==> src/rtl/mdio_pkg.sv <==
package mdio_pkg;
  // Clause-22 frame geometry
  localparam int FRAME_BITS = 64;
  localparam int PRE_BITS   = 32;
  localparam int TA_FIRST   = 46;  // first turnaround bit index
  localparam int DATA_FIRST = 48;  // first data bit index
  localparam int DATA_W     = 16;
  localparam int FLD_W      = 5;

  localparam logic [1:0] SOF_BITS = 2'b01;
  localparam logic [1:0] OP_READ  = 2'b10;
  localparam logic [1:0] OP_WRITE = 2'b01;
  localparam logic [1:0] TA_WRITE = 2'b10;
  localparam logic [1:0] TA_READ  = 2'b11;

  // Register offsets (word index)
  localparam int RA_CTRL  = 0;
  localparam int RA_ADDR  = 1;
  localparam int RA_WDATA = 2;
  localparam int RA_STAT  = 3;
  localparam int RA_RDATA = 4;

  // Control bits
  localparam int CTL_RD_BIT = 3;
  localparam int CTL_WR_BIT = 2;
endpackage

==> src/rtl/mdio_clkgen.sv <==
module mdio_clkgen #(
  parameter int HALF_DIV = 25
) (
  input  logic clk,
  input  logic rst,
  input  logic en,
  output logic mdc,
  output logic rise,
  output logic fall
);
  localparam int CW = (HALF_DIV > 1) ? $clog2(HALF_DIV) : 1;

  logic [CW-1:0] cnt;
  logic          tick;

  assign tick = en && (cnt == CW'(HALF_DIV - 1));
  assign rise = tick && !mdc;
  assign fall = tick && mdc;

  always_ff @(posedge clk) begin
    if (rst || !en) begin
      cnt <= '0;
      mdc <= 1'b0;
    end else if (tick) begin
      cnt <= '0;
      mdc <= ~mdc;
    end else begin
      cnt <= cnt + 1'b1;
    end
  end


  idle_low_chk: assert property (@(posedge clk) disable iff (rst)
    !en |=> !mdc);
endmodule

==> src/rtl/mdio_frame.sv <==
module mdio_frame
  import mdio_pkg::*;
(
  input  logic              clk,
  input  logic              rst,
  input  logic              start,
  input  logic              op_rd,
  input  logic [FLD_W-1:0]  phy,
  input  logic [FLD_W-1:0]  regn,
  input  logic [DATA_W-1:0] wval,
  input  logic              rise,
  input  logic              fall,
  input  logic              mdio_i,
  output logic              busy,
  output logic              mdio_o,
  output logic              mdio_oe,
  output logic              done,
  output logic [DATA_W-1:0] rd_word
);
  localparam int IW = $clog2(FRAME_BITS) + 1;

  logic [FRAME_BITS-1:0] sh;
  logic [IW-1:0]         idx;
  logic [IW-1:0]         idx_nx;
  logic                  rd_q;

  assign idx_nx = idx + 1'b1;
  assign mdio_o = sh[FRAME_BITS-1];

  always_ff @(posedge clk) begin
    if (rst) begin
      sh      <= '0;
      idx     <= '0;
      rd_q    <= 1'b0;
      busy    <= 1'b0;
      mdio_oe <= 1'b0;
      done    <= 1'b0;
      rd_word <= '0;
    end else begin
      done <= 1'b0;
      if (!busy) begin
        if (start) begin
          busy    <= 1'b1;
          idx     <= '0;
          rd_q    <= op_rd;
          mdio_oe <= 1'b1;
          sh <= {{PRE_BITS{1'b1}}, SOF_BITS,
                 op_rd ? OP_READ : OP_WRITE, phy, regn,
                 op_rd ? TA_READ : TA_WRITE,
                 op_rd ? {DATA_W{1'b1}} : wval};
        end
      end else begin
        if (rise && rd_q && (idx >= IW'(DATA_FIRST)))
          rd_word <= {rd_word[DATA_W-2:0], mdio_i};
        if (fall) begin
          if (idx == IW'(FRAME_BITS - 1)) begin
            busy    <= 1'b0;
            mdio_oe <= 1'b0;
            done    <= 1'b1;
          end else begin
            idx     <= idx_nx;
            sh      <= {sh[FRAME_BITS-2:0], 1'b1};
            mdio_oe <= !(rd_q && (idx_nx >= IW'(TA_FIRST)));
          end
        end
      end
    end
  end
endmodule

==> src/rtl/mdio_regs.sv <==
module mdio_regs
  import mdio_pkg::*;
#(
  parameter int DW = 32,
  parameter int AW = 3
) (
  input  logic              clk,
  input  logic              rst,
  input  logic              we,
  input  logic [AW-1:0]     addr,
  input  logic [DW-1:0]     wdata,
  output logic [DW-1:0]     rdata,
  input  logic              done_i,
  input  logic [DATA_W-1:0] rd_word_i,
  output logic              launch_o,
  output logic              op_rd_o,
  output logic [FLD_W-1:0]  phy_o,
  output logic [FLD_W-1:0]  regn_o,
  output logic [DATA_W-1:0] wval_o,
  output logic              busy_o
);
  logic              rd_req_q, wr_req_q;
  logic [DATA_W-1:0] rd_val_q;
  logic [DW-1:0]     rd_mux;
  logic              ctl_ok;
  logic              unused_wbits;

  assign unused_wbits = ^wdata[DW-1:DATA_W];
  assign busy_o  = rd_req_q | wr_req_q;
  assign op_rd_o = rd_req_q;
  assign ctl_ok  = wdata[CTL_RD_BIT] ^ wdata[CTL_WR_BIT];

  always_ff @(posedge clk) begin
    if (rst) begin
      rd_req_q <= 1'b0;
      wr_req_q <= 1'b0;
      launch_o <= 1'b0;
      phy_o    <= '0;
      regn_o   <= '0;
      wval_o   <= '0;
      rd_val_q <= '0;
      rdata    <= '0;
    end else begin
      launch_o <= 1'b0;
      rdata    <= rd_mux;
      if (we) begin
        if (addr == AW'(RA_ADDR)) begin
          phy_o  <= wdata[12:8];
          regn_o <= wdata[4:0];
        end
        if (addr == AW'(RA_WDATA))
          wval_o <= wdata[DATA_W-1:0];
        if (addr == AW'(RA_CTRL) && !busy_o && ctl_ok) begin
          rd_req_q <= wdata[CTL_RD_BIT];
          wr_req_q <= wdata[CTL_WR_BIT];
          launch_o <= 1'b1;
        end
      end
      if (done_i) begin
        if (rd_req_q) rd_val_q <= rd_word_i;
        rd_req_q <= 1'b0;
        wr_req_q <= 1'b0;
      end
    end
  end

  always_comb begin
    rd_mux = '0;
    if (addr == AW'(RA_CTRL)) begin
      rd_mux[CTL_RD_BIT] = rd_req_q;
      rd_mux[CTL_WR_BIT] = wr_req_q;
    end
    if (addr == AW'(RA_ADDR)) begin
      rd_mux[12:8] = phy_o;
      rd_mux[4:0]  = regn_o;
    end
    if (addr == AW'(RA_WDATA)) rd_mux[DATA_W-1:0] = wval_o;
    if (addr == AW'(RA_STAT))  rd_mux[0] = busy_o;
    if (addr == AW'(RA_RDATA)) rd_mux[DATA_W-1:0] = rd_val_q;
  end


  busy_rise_chk: assert property (@(posedge clk) disable iff (rst)
    $rose(busy_o) |-> $past(we && addr == AW'(RA_CTRL)));

  busy_clear_chk: assert property (@(posedge clk) disable iff (rst)
    done_i |=> !busy_o);

  one_req_chk: assert property (@(posedge clk) disable iff (rst)
    !(rd_req_q && wr_req_q));

  rdval_move_chk: assert property (@(posedge clk) disable iff (rst)
    !$stable(rd_val_q) |-> $fell(rd_req_q));
endmodule

==> src/rtl/mdio_mgmt_ctrl.sv <==
module mdio_mgmt_ctrl
  import mdio_pkg::*;
#(
  parameter int HALF_DIV = 25,
  parameter int DW       = 32,
  parameter int AW       = 3
) (
  input  logic          clk,
  input  logic          rst,
  input  logic          reg_we,
  input  logic [AW-1:0] reg_addr,
  input  logic [DW-1:0] reg_wdata,
  output logic [DW-1:0] reg_rdata,
  output logic          mdc,
  output logic          mdio_o,
  output logic          mdio_oe,
  input  logic          mdio_i
);
  logic              launch, op_rd, req_busy, frm_busy, done, rise, fall;
  logic [FLD_W-1:0]  phy, regn;
  logic [DATA_W-1:0] wval, rd_word;

  mdio_regs #(.DW(DW), .AW(AW)) u_regs (
    .clk(clk), .rst(rst), .we(reg_we), .addr(reg_addr), .wdata(reg_wdata),
    .rdata(reg_rdata), .done_i(done), .rd_word_i(rd_word),
    .launch_o(launch), .op_rd_o(op_rd), .phy_o(phy), .regn_o(regn),
    .wval_o(wval), .busy_o(req_busy)
  );

  mdio_clkgen #(.HALF_DIV(HALF_DIV)) u_clk (
    .clk(clk), .rst(rst), .en(frm_busy), .mdc(mdc), .rise(rise), .fall(fall)
  );

  mdio_frame u_frame (
    .clk(clk), .rst(rst), .start(launch), .op_rd(op_rd), .phy(phy),
    .regn(regn), .wval(wval), .rise(rise), .fall(fall), .mdio_i(mdio_i),
    .busy(frm_busy), .mdio_o(mdio_o), .mdio_oe(mdio_oe), .done(done),
    .rd_word(rd_word)
  );


  mdio_hold_chk: assert property (@(posedge clk) disable iff (rst)
    (mdc && $past(mdc)) |-> $stable(mdio_o));

  oe_in_frame_chk: assert property (@(posedge clk) disable iff (rst)
    mdio_oe |-> req_busy);
endmodule

==> config.mk <==
export PLATFORM = sky130hd
export DESIGN_NAME = mdio_mgmt_ctrl
export DESIGN_NICKNAME = d
export VERILOG_FILES = /design/src/rtl/mdio_pkg.sv /design/src/rtl/mdio_clkgen.sv /design/src/rtl/mdio_frame.sv /design/src/rtl/mdio_regs.sv /design/src/rtl/mdio_mgmt_ctrl.sv
export SDC_FILE = /design/constraint.sdc
export NUM_CORES = 1
export LEC_CHECK = 0
export ABC_AREA = 1
export CORE_MARGIN = 5
export CORE_UTILIZATION = 34
export CTS_CLUSTER_SIZE = 20
export DETAILED_ROUTE_END_ITERATION = 10
export PLACE_DENSITY_LB_ADDON = 0.08
export SYNTH_ARGS = -nofsm -noshare
export SYNTH_HDL_FRONTEND = slang
export SYNTH_SLANG_ARGS = --single-unit
==> constraint.sdc <==
create_clock -name clk -period 1.55 [get_ports clk]
set_clock_uncertainty 0.1 [all_clocks]
set_input_delay 0.31 -clock clk [delete_from_list [all_inputs] [get_ports clk]]
set_output_delay 0.31 -clock clk [all_outputs]
set_load 0.05 [all_outputs]
==> flow_summary.toml <==
[final_layout]
syn_to_final_growth_pct = 35.0
n_antenna_cell = 0
drive_above_1_share = 0.199
postLayoutCoreUtil = 0.462
nets = 981

[global_route]
grt_overflow = 0
grtUsageTotal = 0.152
antenna_found_initial = 0
grt_pass1_wl_um = 26700
first_global_vias = 5466
grt_max_degree = 61

[clocking]
numCtsBuffers = 17
cts-root-buf = "clkbuf_16"
cts_max_level = 4
insertion_delay_ns = 0.42
cts_buffer_depth = 2
postCtsHoldBufs = 0
cts_sinks = 158
cts_tree = "yes"
clkTransAtPathRegs_ns = 0.07

[placement]
portBuffers = 41
gp_congestion = 0.758
dp_hpwl_um = 11000

[worst_setup_path]
crit_arrival_ns = 1.85
critPathSlowestCell = "dfxtp_2"
crit_type = "reg -> reg"
r2r_cells = 12
cp_top_family = "simple AND/OR/NAND/NOR gates"
start_kind = "flop"
critical_path_cell_count = 12
crit_buf_inv = 3
end_kind = "flop"
critPathRequiredTime_ns = 1.77
crit_fanout = 18
cpPeakStageDelay_ns = 0.33
path_cells = "inv_2 -> ha_4 -> nand2_2 -> inv_2 -> nand3_4 -> nor2_4 -> nand2_8 -> nand2_8 -> buf_12 -> nand2_1 -> nand2_1 -> nor2_1"

[sta]
period_minus_slack_ns = 1.63
fin_ws_ns = -0.0845
setup_viol = 77
fmax_mhz = 612
rsz0062_at_grt = "true"
finalCritPeriodShare = 1.05
hold_violations = 0
slew_viol_final = 0

[drt]
wirelength_um = 16300
postRouteAntennaNets = 0
routedWlPerCell_um = 13.8
dr.pass1.iters = 4
dr_total_vias = 5548
drc = 0
drtIter0Drc = 274
via_per_inst = 4.69

[synth]
yosysMostFrequentCell = "nor2_1"
synth-edff-count = 0
synth_warnings = 0
syn_area_per_cell_um2 = 7.44
synth_fa_ha_area_frac = 0.00988
ys_seq_elements = 158
synthArstFlopShare = 0
synthTopCellsByArea = "dfxtp_1, nor2_1, o21ai_0"
syn_area_mm2 = 0.00633
synth.distinct_cells = 31
synth_ff_type = "dfxtp_1"
synth_common_cells = "nor2_1, dfxtp_1, nand2_1, o21ai_0, inv_1"
ys_seq_area_frac = 0.499
synth_simple_gate_area_frac = 0.255
synth_xor_area_frac = 0.00277
synth_top_area_frac = 0.499
synth_compound_area_frac = 0.148
synth_largest_area_cell = "dfxtp_1"
syn_inst = 851
synth_top_family_by_area = "simple AND/OR/NAND/NOR gates"
synth_mux_area_frac = 0

[min_path]
hold_path.class = "in -> reg"
whs_path_depth = 3

[floorplanning]
dieArea_mm2 = 0.0215
coreArea_mm2 = 0.0185
start_util = 0.342
die_h_um = 146
ios = 74
rows = 50
die_w_um = 146

[job]
max_cap_viol_count = 0

[status]
violations = "negative setup slack"
status = "finished with violations"

[pwr]
ir_drop_mv = 0.823
power_density_mw_per_mm2 = 1060
p_total_mw = 9.07
p_leak_nw = 3.46
==> what timing repair did <==
item / CTS / global route
pin swaps: 1 / 5
endpoints found under the setup margin: 84 / 93
resized for setup: 18 / 88
buffers inserted: 5 / 4
gates cloned: 1 / 5
==> layer usage <==
layer / wire length (um) / global-route usage
met5: 0 / 0
met4: 285 / 0.0583
met3: 595 / 0.0326
met2: 8080 / 0.257
met1: 7360 / 0.189
==> sequential cells by signal, indices dropped and copies added, names as in the netlist <==
register / cells
u_frame.done: 1
u_frame.rd_word: 16
u_regs.rdata: 16
u_frame.busy: 1
u_frame.mdio_oe: 1
u_regs.regn_o: 5
u_regs.rd_val_q: 16
u_regs.wr_req_q: 1
u_regs.phy_o: 5
u_clk.mdc: 1
u_frame.sh: 64
u_frame.rd_q: 1
u_regs.wval_o: 16
u_frame.idx: 7
u_regs.op_rd_o: 1
u_clk.cnt: 5
u_regs.launch_o: 1
==> worst min-delay path, stage by stage <==
cell             delay (ns)
clkdlybuf4s50_1        0.40
nor2_1                 0.10
nor2_1                 0.04
==> layout by cell type (no fill, tap or decap), types with 24 or more instances in the layout <==
cell     count
nor2_1     216
nand2_1    111
dfxtp_1    152
o21ai_0     87
inv_1       40
o21ai_1     29
buf_4       48
a21oi_1     32
buf_12      29
nand3_1     24
==> area by class of cell <==
type / count / area [um2]
clock inverters: 14 / 179
inverters: 52 / 201
flip-flops and latches: 158 / 3170
multi-input cells: 599 / 2930
fillers: 1850 / 9970
repair buffers: 109 / 1340
clock buffers: 18 / 439
well taps: 234 / 293
==> through the flow <==
step / instances / setup WS [ns] / setup TNS, ns / hold slack [ns] / cell area, um2
5_1_grt: 1184 / -0.190 / -11.57 / 0.387 / 8550
4_1_cts: 1175 / -0.0937 / -3.95 / 0.354 / 8220
3_3_place_gp: 1137 / -0.307 / -18.07 / 0.345 / 7490
6_report: 1184 / -0.0845 / -3.38 / 0.364 / 8550
3_5_place_dp: 1137 / -0.338 / -22.16 / 0.348 / 7490
2_1_floorplan: 866 / 0.0242 / 0 / 0.282 / 6410
==> path summary, 6_finish.rpt <==
path / slack [ns] / start / to
setup / recovery: -0.08 / u_clk.cnt[0]$_SDFF_PP0_ / u_frame.sh[13]$_SDFFE_PP0P_
setup reg to reg: -0.08 / u_clk.cnt[0]$_SDFF_PP0_ / u_frame.sh[13]$_SDFFE_PP0P_
hold reg to reg: 0.37 / u_frame.sh[30]$_SDFFE_PP0P_ / u_frame.sh[31]$_SDFFE_PP0P_
hold / removal: 0.36 / reg_wdata[13] / u_regs.wval_o[13]$_SDFFE_PP0P_
==> cell families after synthesis <==
logic type	after synthesis
simple gates	398
compound gates	177
flops	158
buf+inv	110
fa+ha+maj	5
xor+xnor	2
other cells	1
==> where the power goes <==
| part | internal [mW] | switching (mW) |
|---|---|---|
| combinational | 0.211 | 0.341 |
| sequential | 4.11 | 0.0384 |
| clock | 2.61 | 1.75 |
Note: power is estimated with default switching activity, not from simulation.
